## src/rtl/txn_ep_pkg.sv

```systemverilog
package txn_ep_pkg;

  typedef enum logic [1:0] {
    KIND_REQ  = 2'b00,
    KIND_REP  = 2'b01,
    KIND_NACK = 2'b10
  } kind_e;

endpackage

```

## src/rtl/txn_fifo.sv

```systemverilog
module txn_fifo #(
  parameter int W     = 8,
  parameter int DEPTH = 2
) (
  input  logic         clk,
  input  logic         rst_n,
  input  logic         push,
  input  logic [W-1:0] din,
  input  logic         pop,
  output logic [W-1:0] dout,
  output logic         full,
  output logic         empty
);
  localparam int AW = (DEPTH > 1) ? $clog2(DEPTH) : 1;
  localparam int CW = $clog2(DEPTH + 1);

  logic [W-1:0]  mem [DEPTH];
  logic [AW-1:0] wr_ptr, rd_ptr;
  logic [CW-1:0] cnt;

  function automatic logic [AW-1:0] nxt(input logic [AW-1:0] p);
    return (p == AW'(DEPTH - 1)) ? '0 : p + 1'b1;
  endfunction

  assign full  = (cnt == CW'(DEPTH));
  assign empty = (cnt == '0);
  assign dout  = mem[rd_ptr];

  always_ff @(posedge clk) begin
    if (push) mem[wr_ptr] <= din;
  end

  always_ff @(posedge clk or negedge rst_n) begin
    if (!rst_n) begin
      wr_ptr <= '0;
      rd_ptr <= '0;
      cnt    <= '0;
    end else begin
      if (push) wr_ptr <= nxt(wr_ptr);
      if (pop)  rd_ptr <= nxt(rd_ptr);
      if (push && !pop)      cnt <= cnt + 1'b1;
      else if (pop && !push) cnt <= cnt - 1'b1;
    end
  end

  // Queue writes must find room (R2, R3, R4 sizing)
  assert_no_overflow_R4: assert property (@(posedge clk) disable iff (!rst_n)
    push |-> !full);
  // Service and delivery only take held entries
  assert_no_underflow_R6: assert property (@(posedge clk) disable iff (!rst_n)
    pop |-> !empty);

endmodule

```

## src/rtl/txn_credit_bank.sv

```systemverilog
module txn_credit_bank #(
  parameter int NODES = 4,
  parameter int K     = 2,
  parameter int ID_W  = 2
) (
  input  logic             clk,
  input  logic             rst_n,
  input  logic             take,
  input  logic [ID_W-1:0]  take_id,
  input  logic             give,
  input  logic [ID_W-1:0]  give_id,
  output logic [NODES-1:0] avail
);
  localparam int CW = $clog2(K + 1);

  for (genvar n = 0; n < NODES; n++) begin : g_peer
    logic [CW-1:0] cnt;
    logic          inc, dec;

    assign inc = give && (give_id == ID_W'(n));
    assign dec = take && (take_id == ID_W'(n));
    assign avail[n] = (cnt != '0);

    always_ff @(posedge clk or negedge rst_n) begin
      if (!rst_n)             cnt <= CW'(K);
      else if (inc && !dec)   cnt <= cnt + 1'b1;
      else if (dec && !inc)   cnt <= cnt - 1'b1;
    end

    // No issue without a credit
    assert_credit_floor_R8: assert property (@(posedge clk) disable iff (!rst_n)
      dec |-> (cnt != '0));
    // A returned credit never lifts the count above K
    assert_credit_ceiling_R9: assert property (@(posedge clk) disable iff (!rst_n)
      (inc && !dec) |-> (cnt < CW'(K)));
  end

endmodule

```

## src/rtl/txn_out_arb.sv

```systemverilog
module txn_out_arb (
  input  logic hi_valid,
  input  logic lo_valid,
  input  logic out_ready,
  output logic out_valid,
  output logic sel_hi,
  output logic hi_pop,
  output logic lo_pop
);
  assign sel_hi    = hi_valid;
  assign out_valid = hi_valid || lo_valid;
  assign hi_pop    = hi_valid && out_ready;
  assign lo_pop    = !hi_valid && lo_valid && out_ready;
endmodule

```

## src/rtl/txn_endpoint.sv

```systemverilog
module txn_endpoint
  import txn_ep_pkg::*;
#(
  parameter int NODES     = 4,
  parameter int K         = 2,
  parameter int NODE_ID   = 0,
  parameter int DATA_W    = 8,
  parameter int OUT_DEPTH = 2,
  localparam int ID_W     = $clog2(NODES)
) (
  input  logic              clk,
  input  logic              rst_n,
  input  logic              net_in_valid,
  output logic              net_in_ready,
  input  logic [1:0]        net_in_kind,
  input  logic [ID_W-1:0]   net_in_src,
  input  logic [DATA_W-1:0] net_in_data,
  output logic              net_out_valid,
  input  logic              net_out_ready,
  output logic [1:0]        net_out_kind,
  output logic [ID_W-1:0]   net_out_dst,
  output logic [DATA_W-1:0] net_out_data,
  input  logic              loc_req_valid,
  output logic              loc_req_ready,
  input  logic [ID_W-1:0]   loc_req_dst,
  input  logic [DATA_W-1:0] loc_req_data,
  output logic              loc_dlv_valid,
  input  logic              loc_dlv_ready,
  output logic              loc_dlv_nack,
  output logic [ID_W-1:0]   loc_dlv_src,
  output logic [DATA_W-1:0] loc_dlv_data
);
  localparam int REQ_SLOTS = K * (NODES - 1);
  localparam int REP_SLOTS = K;
  localparam logic [ID_W:0] NODES_L = (ID_W + 1)'(NODES);

  typedef struct packed {
    logic [ID_W-1:0]   peer;
    logic [DATA_W-1:0] data;
  } req_ent_t;

  typedef struct packed {
    logic              nack;
    logic [ID_W-1:0]   peer;
    logic [DATA_W-1:0] data;
  } rep_ent_t;

  // Arrival classification
  logic in_is_req;
  assign in_is_req = (net_in_kind == KIND_REQ);

  logic     reqin_full, reqin_empty, reqin_push, serve;
  req_ent_t reqin_din, reqin_head;
  logic     repin_full, repin_empty, repin_push, dlv_pop;
  rep_ent_t repin_din, repin_head;
  logic     reqout_full, reqout_empty, issue, reqout_pop;
  req_ent_t reqout_din, reqout_head;
  logic     repout_full, repout_empty, repout_push, repout_pop;
  rep_ent_t repout_din, repout_head;
  logic     nack_go;

  // Input side: each class judged by its own reserved space
  assign reqin_push = net_in_valid && in_is_req && !reqin_full;
  assign nack_go    = net_in_valid && in_is_req && reqin_full && !repout_full;
  assign repin_push = net_in_valid && !in_is_req && !repin_full;
  assign net_in_ready = in_is_req ? (!reqin_full || !repout_full) : !repin_full;

  assign reqin_din = '{peer: net_in_src, data: net_in_data};
  assign repin_din = '{nack: (net_in_kind == KIND_NACK), peer: net_in_src,
                       data: net_in_data};

  txn_fifo #(.W($bits(req_ent_t)), .DEPTH(REQ_SLOTS)) u_reqin (
    .clk(clk), .rst_n(rst_n), .push(reqin_push), .din(reqin_din),
    .pop(serve), .dout(reqin_head), .full(reqin_full), .empty(reqin_empty));

  txn_fifo #(.W($bits(rep_ent_t)), .DEPTH(REP_SLOTS)) u_repin (
    .clk(clk), .rst_n(rst_n), .push(repin_push), .din(repin_din),
    .pop(dlv_pop), .dout(repin_head), .full(repin_full), .empty(repin_empty));

  // Local delivery
  assign loc_dlv_valid = !repin_empty;
  assign dlv_pop       = loc_dlv_valid && loc_dlv_ready;
  assign loc_dlv_nack  = repin_head.nack;
  assign loc_dlv_src   = repin_head.peer;
  assign loc_dlv_data  = repin_head.data;

  // Request service: fetch-and-add, gated by reply output room, NACK first
  logic [DATA_W-1:0] acc;
  assign serve       = !reqin_empty && !repout_full && !nack_go;
  assign repout_push = nack_go || serve;
  assign repout_din  = nack_go
                     ? '{nack: 1'b1, peer: net_in_src, data: net_in_data}
                     : '{nack: 1'b0, peer: reqin_head.peer, data: acc};

  always_ff @(posedge clk or negedge rst_n) begin
    if (!rst_n)     acc <= '0;
    else if (serve) acc <= acc + reqin_head.data;
  end

  txn_fifo #(.W($bits(rep_ent_t)), .DEPTH(OUT_DEPTH)) u_repout (
    .clk(clk), .rst_n(rst_n), .push(repout_push), .din(repout_din),
    .pop(repout_pop), .dout(repout_head), .full(repout_full),
    .empty(repout_empty));

  // Local issue under per-destination credit
  logic [NODES-1:0] credit_ok;
  logic             dst_ok;
  assign dst_ok = ({1'b0, loc_req_dst} < NODES_L) &&
                  (loc_req_dst != ID_W'(NODE_ID));
  assign loc_req_ready = dst_ok && credit_ok[loc_req_dst] && !reqout_full;
  assign issue         = loc_req_valid && loc_req_ready;
  assign reqout_din    = '{peer: loc_req_dst, data: loc_req_data};

  txn_credit_bank #(.NODES(NODES), .K(K), .ID_W(ID_W)) u_credit (
    .clk(clk), .rst_n(rst_n), .take(issue), .take_id(loc_req_dst),
    .give(repin_push), .give_id(net_in_src), .avail(credit_ok));

  txn_fifo #(.W($bits(req_ent_t)), .DEPTH(OUT_DEPTH)) u_reqout (
    .clk(clk), .rst_n(rst_n), .push(issue), .din(reqout_din),
    .pop(reqout_pop), .dout(reqout_head), .full(reqout_full),
    .empty(reqout_empty));

  // Network output: reply class strictly first
  logic sel_rep;
  txn_out_arb u_arb (
    .hi_valid(!repout_empty), .lo_valid(!reqout_empty),
    .out_ready(net_out_ready), .out_valid(net_out_valid),
    .sel_hi(sel_rep), .hi_pop(repout_pop), .lo_pop(reqout_pop));

  assign net_out_kind = !sel_rep ? KIND_REQ
                      : (repout_head.nack ? KIND_NACK : KIND_REP);
  assign net_out_dst  = sel_rep ? repout_head.peer : reqout_head.peer;
  assign net_out_data = sel_rep ? repout_head.data : reqout_head.data;

  // A request with free reserved space is never refused
  assert_sink_request_R2: assert property (@(posedge clk) disable iff (!rst_n)
    (net_in_valid && in_is_req && !reqin_full) |-> net_in_ready);
  // A NACK is only produced for a request that found its slots full
  assert_nack_when_full_R4: assert property (@(posedge clk) disable iff (!rst_n)
    (repout_push && repout_din.nack) |-> (reqin_full && !reqin_push));
  // A request goes out only while no reply is held
  assert_reply_first_R7: assert property (@(posedge clk) disable iff (!rst_n)
    (net_out_valid && net_out_kind == KIND_REQ) |-> repout_empty);
  // A stalled output keeps valid high
  assert_out_hold_R7: assert property (@(posedge clk) disable iff (!rst_n)
    (net_out_valid && !net_out_ready) |=> net_out_valid);

endmodule

```

## config.mk

```make
export PLATFORM = sky130hd
export DESIGN_NAME = txn_endpoint
export DESIGN_NICKNAME = d
export VERILOG_FILES = /design/src/rtl/txn_ep_pkg.sv /design/src/rtl/txn_fifo.sv /design/src/rtl/txn_credit_bank.sv /design/src/rtl/txn_out_arb.sv /design/src/rtl/txn_endpoint.sv
export SDC_FILE = /design/constraint.sdc
export NUM_CORES = 1
export LEC_CHECK = 0
export ABC_CLOCK_PERIOD_IN_PS = 2500
export BUFFER_PORTS_ARGS = -buffer_cell sky130_fd_sc_hd__buf_2
export CORE_ASPECT_RATIO = 0.9
export CORE_UTILIZATION = 25
export DETAILED_ROUTE_END_ITERATION = 8
export PLACE_DENSITY = 0.48
export RECOVER_POWER = 50
export SLEW_MARGIN = 20
export SYNTH_ARGS = -nofsm -noshare
export SYNTH_HDL_FRONTEND = slang
export SYNTH_SLANG_ARGS = --single-unit
```

## constraint.sdc

```tcl
create_clock -name clk -period 2.5 [get_ports clk]
set_clock_uncertainty 0.15 [all_clocks]
set_input_delay 0 -clock clk [delete_from_list [all_inputs] [get_ports clk]]
set_output_delay 0 -clock clk [all_outputs]
set_load 0.02 [all_outputs]
```

# Word-level counts from Yosys, hierarchy flattened
# Memories as Yosys holds them, arrays and structs flattened.
# Cells that the tools add are included.
# word_totals
output_inout_bits	27
ff_bits	37
memories	4
ram_bits	124
elab_cells	188
# mem_list
memory	words	word_bits	rd	rd_ports_with_merged_regs	write_ports	line	text
u_reqin.mem	6	10	1	0	1	txn_fifo.sv:17	logic [W-1:0] mem [DEPTH];
u_repin.mem	2	11	1	0	1	txn_fifo.sv:17	
u_repout.mem	2	11	1	0	1	txn_fifo.sv:17	
u_reqout.mem	2	10	1	0	1	txn_fifo.sv:17	
# op_classes
n_lt_le_gt_ge	1
mux	40
n_eq_ne	13
add_sub_neg	25
reduce_logical	88
# op_table
cell	n
$logic_and A1 B1 Y1	39
$mux W2	17
$logic_not A1 Y1	26
$reduce_bool A2 Y1	13
$eq A2 B2 Y1 const B	8
$mux W1	16
$add A2 B1 Y2 const B	7
$sub A2 B1 Y2 const B	7
$logic_not A2 Y1	6
$mux W3	4
$mux W11	1
$add A3 B1 Y3 const B	3
$eq A3 B3 Y1 const B	3
$add A8 B8 Y8	1
$mux W8	1
$add A1 B1 Y1 const B	6
$eq A2 B1 Y1 const B	2
$logic_not A3 Y1	1
$logic_or A1 B1 Y1	3
$lt A2 B3 Y1 const B	1
$sub A3 B1 Y3 const B	1
$bmux W1 S2	1

# Longest topological paths before layout
# Gate-level depths: netlist (run 1).
# depth
ltp_word	11
mapped_depth	12

# Cells and area by module
# Synthesis (run 1) repeated with hierarchy kept, for this count alone.
# unflattened
cells_unflattened	463
area_unflattened_um2	7224.4
# modules_own_cells
module	n_inst	cells_per_inst	area_each_um2	seq_area_each_um2
txn_fifo (u_reqin)	1	158	2800.2	2026.9
txn_fifo (u_repin ...)	2	50	1016.0	760.7
txn_endpoint	1	113	957.2	200.2
txn_fifo (u_reqout)	1	47	947.2	700.7
txn_credit_bank	1	41	459.2	205.2
txn_out_arb	1	4	28.8	0.0

# Least setup slack after synthesis (run 1)
# Ideal clock, no wire load.
# synth_timing
path_kind	register to register
start	reg u_reqin.rd_ptr[0]
end	reg acc[7]
t_required_ps	2271
period_less_slack_ps	2707
t_arrival_ps	2478
stages_incl_launch_ff	11
setup_slack_ps	-207
path_cell_list	dfrtp_1 buf_4 mux4_2 nor2_1 a21oi_1 ha_1 a21oi_1 a211oi_1 or3_1 a21oi_1 xor2_1
# synth_via
elab_chain_len	2
# synth_rtl
element	line	text
start, declared	txn_fifo.sv:18	logic [AW-1:0] wr_ptr, rd_ptr;
start signal, assigned	txn_fifo.sv:40	if (pop) rd_ptr <= nxt(rd_ptr);
$mem_v2 Z6 W10	--	
$add A8 B8 Y8	txn_endpoint.sv:97	else if (serve) acc <= acc + reqin_head.data;
end signal, assigned	txn_endpoint.sv:97	
end, declared	txn_endpoint.sv:88	logic [DATA_W-1:0] acc;
# Every way passes these cells.
# A chain may end at the register's enable or synchronous reset.

# Worst setup path after layout (run 1)
# Same ends and word-level chain as after synthesis.

==> results of run 1 <==
## state kept, by name, indices dropped and copies added (netlist names), 2 cells and up
| name | cells |
|---|---|
| u_repin.cnt | 2 |
| u_repin.mem | 22 |
| u_repout.cnt | 2 |
| u_reqin.rd_ptr | 3 |
| u_reqin.cnt | 3 |
| u_reqin.mem | 60 |
| u_reqout.cnt | 2 |
| u_repout.mem | 22 |
| u_reqout.mem | 20 |
| u_credit.g_peer.cnt | 6 |
| acc | 8 |
| u_reqin.wr_ptr | 3 |
## worst paths after layout
| kind | start | endpoint | slack [ps] |
|---|---|---|---|
| max | u_reqin.rd_ptr[0]$_DFFE_PN0P_ | acc[7]$_DFFE_PN0P_ | -210 |
| min | loc_req_data[7] | u_reqout.mem[1][7]$_DFFE_PP_ | 180 |
| max reg2reg | u_reqin.rd_ptr[0]$_DFFE_PN0P_ | acc[7]$_DFFE_PN0P_ | -210 |
| min reg2reg | acc[7]$_DFFE_PN0P_ | acc[7]$_DFFE_PN0P_ | 320 |
| max in group asynchronous | rst_n | acc[5]$_DFFE_PN0P_ | 330 |
| min in group asynchronous | rst_n | u_reqout.wr_ptr$_DFFE_PN0P_ | 620 |
## kinds of logic (layout without fill, tap and decap cells)
family,after synthesis,in the layout,share of synthesized area (%)
AOI/OAI and AO/OA,60,60,5.28
xor gates and xnor gates,33,33,4.30
adders and majority gates,16,16,3.20
buffers and inverters,26,162,1.56
DFF,159,159,68.5
muxes,45,45,8.88
and+or+nand+nor,118,118,8.32
## final cells by class
| type | count | share of cell area (%) |
|---|---|---|
| well taps | 348 | 5.04 |
| repair buffers | 120 | 9.41 |
| flip-flops and latches | 159 | 53.3 |
| inverters | 10 | 0.435 |
| multi-input cells | 272 | 24.2 |
| clock buffers | 22 | 5.38 |
| clock inverters | 10 | 2.16 |
## repair_timing
item                                    CTS  global route
resized for setup                         8            17
pin swaps                                 6            16
setup buffers                             3             4
endpoints found under the setup margin    4             5
endpoints found under the hold margin   169             0
hold buffers                             28             0
## placed cells by master, fill, tap and decap left out, drive strengths merged, types with 15 or more instances in the layout
cell type	instances
buf	63
nand2	44
nor2	26
o21ai	16
xor2	18
dlygate4sd3	28
a21oi	22
mux2i	21
xnor2	15
clkbuf	51
dfrtp	32
nor2b	16
edfxtp	124
## through the flow
step / setup TNS, ps / util [%] / instances
2_1_floorplan: -243 / - / 457
3_3_place_gp: -323 / 29.1 / 874
3_5_place_dp: -379 / 29.1 / 874
4_1_cts: -306 / 32.8 / 937
5_1_grt: -2220 / 32.9 / 941
6_report: -547 / 32.9 / 941
## report_power, final
group          leakage, nW  switching [W]  total [W]  internal [W]
clock                0.319        0.00100    0.00283       0.00183
combinational         1.36        0.00237    0.00445       0.00207
sequential            1.55       0.000500    0.00417       0.00367
total                 3.23        0.00387     0.0115       0.00758
## routing by layer
layer | wire length (um) | track usage [%] | vias up
li1 | - | - | 1925
met1 | 6830 | 14.4 | 1932
met2 | 6460 | 17.0 | 68
met3 | 510 | 2.47 | 13
met4 | 146 | 3.60 | 0
met5 | 0 | 0 | -
==> impl_metrics.py, run 1 <==
metrics = {
    "setup_path": {
        "critical_path_class": "reg2reg",
        "path_cells": "buf_6 -> buf_4 -> mux4_2 -> nor2_1 -> a21oi_1 -> ha_1 -> a21oi_2 -> o21ai_2 -> or3_1 -> a21oi_2 -> xor2_1",
        "cp_max_fo": 5,
        "cp.depth": 11,
        "start_kind": "register",
        "end_kind": "register",
        "ff2ff_path_depth": 11,
        "crit_buf_inv": 2,
        "slowest_stage": "mux4_2",
        "path_common_cell": "a21oi_2",
        "cp_top_family": "simple AND/OR/NAND/NOR gates",
        "cp.arrival_ps": 2890,
        "slowest_delay_ps": 480,
        "cp.required_ps": 2690,
    },
    "timing": {
        "relSlewSlack_pct": -45.4,
        "setup_viol": 5,
        "min_period_over_period_pct": 108,
        "tightest_slew_ps": 2180,
        "rsz0062_at_grt": "true",
        "hold_slack_ps": 183,
        "fin_ws_ps": -206,
        "fmax_mhz": 370,
        "hold_viol": 0,
        "fin_crit_ps": 2710,
        "maxSlewViolCount": 36,
    },
    "synth": {
        "synth_common_cells": "edfxtp_1 (124), nand2_1 (44), dfrtp_1 (32)",
        "yosys.area.top_type": "edfxtp_1",
        "avgSynthCellArea_um2": 14.7,
        "yosysSeqAreaShare_pct": 68.5,
        "syn-num-nets": 501,
        "synth_edf_count": 124,
        "ys_types": 41,
        "syn_inst": 457,
        "yosysMostFrequentCell": "edfxtp_1",
        "synth_top_area_share_pct": 55.4,
        "synth_ff_type": "edfxtp_1",
        "async_flop_share_pct": 22.0,
        "ys_ff_latch": 159,
        "synthTopCellsByArea": "edfxtp_1 (55%), dfrtp_1 (12%), mux2i_1 (3.1%)",
        "syn_area_um2": 6720,
        "yosys_warnings": 0,
    },
    "floorplan": {
        "die_x_um": 175,
        "ioPinCount": 55,
        "initial_core_util_pct": 25.7,
        "dieArea_um2": 27600,
        "num_rows": 56,
        "die_h_um": 158,
        "core_area_um2": 26200,
    },
    "clocking": {
        "cts.path.max_buffers": 2,
        "clk_pin_slew_worst_paths_ps": 60,
        "cts_sinks": 159,
        "cts_root_buf": "clkbuf_16",
        "insertion_delay_ps": 420,
        "cts_tree": "yes",
        "cts_max_level": 4,
        "numCtsBuffers": 17,
    },
    "final_layout": {
        "finalInstanceArea_um2": 8630,
        "multi_input_area_um2": 2090,
        "seqCellArea_um2": 4600,
        "antenna_cells": 0,
        "layout-drive-gt1-share_pct": 21.9,
        "nFillCells": 2608,
        "nets": 624,
        "area_growth_syn_to_layout_pct": 28.4,
    },
    "grt": {
        "antenna_found_initial": 0,
        "overflow": 0,
        "grt_use_total_pct": 10.7,
        "grt_pass1_vias": 4089,
        "grt_max_degree": 36,
        "grt_pass1_wl_um": 22500,
    },
    "power": {
        "p_leak_nw": 3.23,
        "pwr_density_cell_nw_per_um2": 1330,
        "ir_drop_uv": 480,
        "power_w": 0.0115,
    },
    "detailed_routing": {
        "wl_per_cell_um": 14.8,
        "ant_nets": 0,
        "dr.pass1.iters": 5,
        "wirelength_um": 14000,
        "drc": 0,
        "first_iter_violations": 172,
        "vias_per_cell": 4.18,
        "vias": 3938,
    },
    "placement": {
        "dpl.hpwl_um": 9750,
        "place.gp.congestion": 0.809,
        "place_ws_ps": -166,
        "placed_area_um2": 7610,
        "io_buffers": 54,
    },
    "worst_hold_path": {
        "hold_depth": 2,
        "min_path_type": "in2reg",
    },
    "outcome": {
        "violations": "capacitance limit, slew limit, setup timing",
        "outcome": "finished with violations",
    },
    "job": {
        "cap_violations": 1,
    },
}
Power figures use the tool's default switching activity.
==> run 2, diff against run 1 <==
CTS_BUF_LIST = sky130_fd_sc_hd__clkbuf_4   (was unset)
==> impl_metrics.py, run 2 (synthesis gave the netlist of run 1 again) <==
metrics = {
    "final_layout": {
        "layout-drive-gt1-share_pct": 22.2,
        "final_cell_mix": "edfxtp_1 (124), nand2_1 (42), buf_2 (36)",
        "largest_reg_flops": 60,
        "area_growth_syn_to_layout_pct": 24.0,
        "finalNonFillerCells": 942,
        "reg_top3": "u_reqin.mem x60, u_repin.mem x22, u_repout.mem x22",
        "nets": 625,
        "final_common_cell": "edfxtp_1",
        "antenna_cells": 0,
        "regMostFlops": "u_reqin.mem",
    },
    "floorplan": {
        "initial_core_util_pct": 25.7,
        "die_x_um": 175,
        "dieArea_um2": 27600,
        "num_rows": 56,
        "core_area_um2": 26200,
        "ioPinCount": 55,
        "die_h_um": 158,
    },
    "setup_path": {
        "critical_path_class": "reg2reg",
        "cp.arrival_ps": 2970,
        "end_kind": "register",
        "cp_max_fo": 5,
        "cp.required_ps": 2800,
        "start_kind": "register",
    },
    "grt": {
        "grt_max_degree": 33,
        "grt_use_total_pct": 10.7,
        "grt_pass1_vias": 4113,
        "overflow": 0,
        "grt_pass1_wl_um": 22500,
        "antenna_found_initial": 0,
    },
    "detailed_routing": {
        "first_iter_violations": 168,
        "dr.pass1.iters": 4,
        "ant_nets": 0,
        "wirelength_um": 13800,
        "drc": 0,
        "wl_per_cell_um": 14.6,
        "vias": 3950,
        "vias_per_cell": 4.19,
    },
    "clocking": {
        "insertion_delay_ps": 530,
        "numCtsBuffers": 17,
        "cts_root_buf": "clkbuf_4",
        "cts.path.max_buffers": 2,
        "clk_pin_slew_worst_paths_ps": 140,
        "cts_sinks": 159,
        "cts_tree": "yes",
        "cts_max_level": 4,
    },
    "outcome": {
        "violations": "setup timing",
        "outcome": "finished with violations",
    },
    "placement": {
        "dpl.hpwl_um": 9750,
        "dp_cells": 874,
        "io_buffers": 54,
        "place.gp.congestion": 0.809,
    },
    "timing": {
        "fin_ws_ps": -166,
        "relSlewSlack_pct": 36.0,
        "setup_viol": 3,
        "rsz0062_at_grt": "true",
        "fin_crit_ps": 2670,
        "tightest_slew_ps": 960,
        "fmax_mhz": 375,
        "min_period_over_period_pct": 107,
        "setup_tns_ps": -322,
        "maxSlewViolCount": 0,
        "hold_viol": 0,
    },
    "worst_hold_path": {
        "min_path_type": "in2reg",
    },
    "job": {
        "cap_violations": 0,
    },
    "power": {
        "pwr_density_cell_nw_per_um2": 1230,
        "power_w": 0.0103,
        "ir_drop_uv": 556,
        "p_leak_nw": 3.10,
    },
}
[run 2: changes by cell type in the layout (fill, tap and decap cells not counted), moves of 3 or more]
cell and delta:
clkbuf_4 +20, clkbuf_16 -17, clkbuf_1 -8, buf_2 +5, dlygate4sd3_1 +4, buf_4 -3
[run 2: path summary, 6_finish.rpt]
check / to / from / cells after the start / slack, ps
worst max-delay path: acc[7]$_DFFE_PN0P_ / u_reqin.rd_ptr[0]$_DFFE_PN0P_ / 11 / -170
worst min-delay path: u_reqout.mem[1][4]$_DFFE_PP_ / loc_req_data[4] / 2 / 90
worst max register to register: acc[7]$_DFFE_PN0P_ / u_reqin.rd_ptr[0]$_DFFE_PN0P_ / 11 / -170
worst min register to register: acc[7]$_DFFE_PN0P_ / acc[7]$_DFFE_PN0P_ / 1 / 330
max in group asynchronous: u_repout.wr_ptr$_DFFE_PN0P_ / rst_n / 4 / 750
min in group asynchronous: u_credit.g_peer[1].cnt[1]$_DFFE_PN1P_ / rst_n / 3 / 480
[run 2: routing by layer]
metal | GRT usage [%] | up-vias | wire length, um
li1 | - | 1926 | -
met1 | 14.5 | 1945 | 6770
met2 | 17.0 | 67 | 6300
met3 | 2.83 | 12 | 584
met4 | 2.61 | 0 | 106
met5 | 0 | - | 0
[run 2: area by class of cell]
class                   count  area, um2
clock buffers              20        150
well taps                 348        435
multi-input cells         272       2090
fillers                  2634      17900
inverters                  10       37.5
clock inverters            12        194
repair buffers            121        830
flip-flops and latches    159       4600
[run 2: critical path: stages (launching register included)]
cell and delay (ps):
dfrtp_1 400, buf_6 140, buf_4 110, mux4_2 480, nor2_1 140, a21oi_1 60, ha_1 300, nand2_1 100
a211oi_2 50, or3_1 370, a21oi_2 140, xor2_1 140
[run 2: power by group]
part | internal [W] | switching (W) | total [W]
Combinational | 0.00202 | 0.00229 | 0.00431
Clock | 0.000925 | 0.000867 | 0.00179
Sequential | 0.00366 | 0.000510 | 0.00417
Total | 0.00661 | 0.00367 | 0.0103
[run 2: through the flow]
| step | hold WS [ps] | util, % | instance area, um2 | setup WS (ps) |
|---|---|---|---|---|
| floorplan | -446 | - | 6740 | -133 |
| global placement | 21.9 | 29.1 | 7610 | -138 |
| detailed placement | 29.8 | 29.1 | 7610 | -166 |
| CTS | 13.7 | 31.8 | 8330 | -172 |
| global route | 37.3 | 31.8 | 8340 | -330 |
| finish | 86.0 | 31.8 | 8340 | -166 |
[run 2: timing repair]
item                       in CTS  in global routing
buffers inserted                3                  0
hold endpoints to repair      209                  0
pin swaps                       3                  6
gates resized for setup         5                 19
setup endpoints to repair       4                  5
hold buffers                   33                  0
==> run 3, diff against run 2 <==
PLACE_DENSITY = 0.51   (was 0.48)
==> impl_metrics.py, run 3 (synthesis gave the netlist of run 1 again) <==
metrics = {
    "power": {
        "p_int_w": 0.00635,
        "p_sw_share_pct": 36.9,
        "p_comb_share_pct": 42.8,
        "seq_power_share_pct": 41.4,
        "clock_power_share_pct": 15.8,
        "ir_drop_uv": 395,
        "switching_power_w": 0.00371,
        "p_leak_nw": 3.09,
        "power_w": 0.0101,
        "pwr_density_cell_nw_per_um2": 1220,
    },
    "setup_path": {
        "cp.arrival_ps": 2970,
        "start_kind": "register",
        "timing.rr.end": "acc[6]$_DFFE_PN0P_",
        "cp_max_fo": 5,
        "end_kind": "register",
        "cp.required_ps": 2810,
        "critical_path_class": "reg2reg",
        "ff2ff_path_depth": 12,
        "r2r_slack_ps": -160,
        "r2r_start": "u_reqin.rd_ptr[0]$_DFFE_PN0P_",
    },
    "placement": {
        "io_buffers": 54,
        "place_ws_ps": -187,
        "place.gp.congestion": 0.746,
        "dpl.hpwl_um": 9660,
    },
    "detailed_routing": {
        "dr.pass1.iters": 4,
        "first_iter_violations": 209,
        "drc": 0,
        "vias_per_cell": 4.21,
        "vias": 3972,
        "wl_per_cell_um": 14.4,
        "wirelength_um": 13600,
        "ant_nets": 0,
    },
    "outcome": {
        "violations": "setup timing",
        "outcome": "finished with violations",
    },
    "grt": {
        "grt_max_degree": 33,
        "grt_pass1_vias": 4122,
        "grt_use_total_pct": 10.4,
        "grt_pass1_wl_um": 21900,
        "antenna_found_initial": 0,
        "overflow": 0,
    },
    "clocking": {
        "cts.path.max_buffers": 2,
        "cts_root_buf": "clkbuf_4",
        "cts_max_level": 4,
        "numCtsBuffers": 17,
        "insertion_delay_ps": 550,
        "cts_sinks": 159,
        "cts_tree": "yes",
        "clk_pin_slew_worst_paths_ps": 130,
    },
    "final_layout": {
        "regMostFlops": "u_reqin.mem",
        "final_cell_mix": "edfxtp_1 (124), nand2_1 (43), buf_2 (37)",
        "largest_reg_flops": 60,
        "area_growth_syn_to_layout_pct": 23.0,
        "final_common_cell": "edfxtp_1",
        "reg_top3": "u_reqin.mem x60, u_repin.mem x22, u_repout.mem x22",
        "antenna_cells": 0,
        "nets": 626,
        "nFillCells": 2657,
        "layout-drive-gt1-share_pct": 21.0,
    },
    "worst_hold_path": {
        "hp-start": "loc_req_data[0]",
        "hold_depth": 2,
        "min_to": "u_reqout.mem[1][0]$_DFFE_PP_",
        "min_path_type": "in2reg",
    },
    "timing": {
        "maxSlewViolCount": 0,
        "fin_ws_ps": -165,
        "rsz0062_at_grt": "true",
        "hold_viol": 0,
        "fin_crit_ps": 2660,
        "fmax_mhz": 375,
        "tightest_slew_ps": 895,
        "setup_viol": 3,
        "relSlewSlack_pct": 40.3,
        "min_period_over_period_pct": 107,
    },
    "job": {
        "cap_violations": 0,
    },
    "floorplan": {
        "initial_core_util_pct": 25.7,
        "die_h_um": 158,
        "die_x_um": 175,
        "num_rows": 56,
        "core_area_um2": 26200,
        "ioPinCount": 55,
        "dieArea_um2": 27600,
    },
}
==> run 3: changes by cell type in the layout (fill, tap and decap cells not counted), sizes merged <==
cell and delta:
clkinvlp +1, bufinv -2, buf -1, clkbuf -4
clkinv +4, dlygate4sd3 +3
==> run 3: per-layer routing <==
metal  part of all wire, %  track usage, %  up-vias  routed length (um)
met2                    45            16.0       69                6080
met1                    51            14.2     1972                6940
met5                     0               0        -                   0
li1                      -               -     1922                   -
met4                  0.88            3.48        0                 120
met3                   3.5            2.50        9                 479
==> run 3: stage by stage <==
stage / cell area [um2] / util [%] / cells / hold WS [ps] / TNS [ps]
floorplan: 6740 / - / 457 / -446 / -243
global placement: 7590 / 29.0 / 873 / 7.97 / -264
detailed placement: 7590 / 29.0 / 873 / 23.8 / -434
CTS: 8300 / 31.7 / 943 / 0.173 / -343
global route: 8270 / 31.6 / 943 / 34.4 / -957
finish: 8270 / 31.6 / 943 / 73.6 / -387
==> run 3: worst max-delay path by stage <==
stage / start / endpoint / slack (ps) / cells after the start
2_1_floorplan: u_reqin.rd_ptr[0]$_DFFE_PN0P_ / acc[7]$_DFFE_PN0P_ / -130 / 10
3_3_place_gp: u_reqin.rd_ptr[0]$_DFFE_PN0P_ / acc[6]$_DFFE_PN0P_ / -110 / 12
3_5_place_dp: u_reqin.rd_ptr[0]$_DFFE_PN0P_ / acc[6]$_DFFE_PN0P_ / -190 / 12
4_1_cts: u_reqin.rd_ptr[0]$_DFFE_PN0P_ / acc[6]$_DFFE_PN0P_ / -130 / 11
5_1_grt: u_reqin.rd_ptr[0]$_DFFE_PN0P_ / acc[6]$_DFFE_PN0P_ / -310 / 12
6_report: u_reqin.rd_ptr[0]$_DFFE_PN0P_ / acc[6]$_DFFE_PN0P_ / -160 / 12
==> run 3: critical path, cell delays in order (launching register included) <==
cell     delay [ps]
dfrtp_1         410
buf_6           140
mux4_2          320
nor2_1           50
a21oi_2         140
ha_2            190
inv_1            50
fa_2            370
nor2b_4         130
o21ai_2          70
a21o_1          170
and3b_1         160
o31ai_1         220
==> run 3: area by class of cell <==
cell class,count,area [um2],share of cell area [%]
sequential,159,4600,55.6
clock buffer,17,128,1.54
inverter,10,37.5,0.454
timing repair buffer,122,833,10.1
tap,348,435,5.26
multi-input combinational,272,2070,25.0
clock inverter,15,169,2.04
==> run 3: power groups by stage <==
stage / clock, W / sequential, W / combinational, W
finish: 0.00159 / 0.00417 / 0.00431
global placement: 0 / 0.00421 / 0.00398
global route: 0.00174 / 0.00427 / 0.00476
floorplan: 0 / 0.00400 / 0.00294
detailed placement: 0 / 0.00423 / 0.00408
CTS: 0.00164 / 0.00417 / 0.00424
==> run 3: what timing repair did <==
item / CTS / global route
endpoints found under the hold margin: 211 / 0
gates cloned: 0 / 0
setup buffers: 2 / 0
resized for setup: 10 / 10
hold buffers: 36 / 0
endpoints found under the setup margin: 4 / 6
pin swaps: 5 / 6
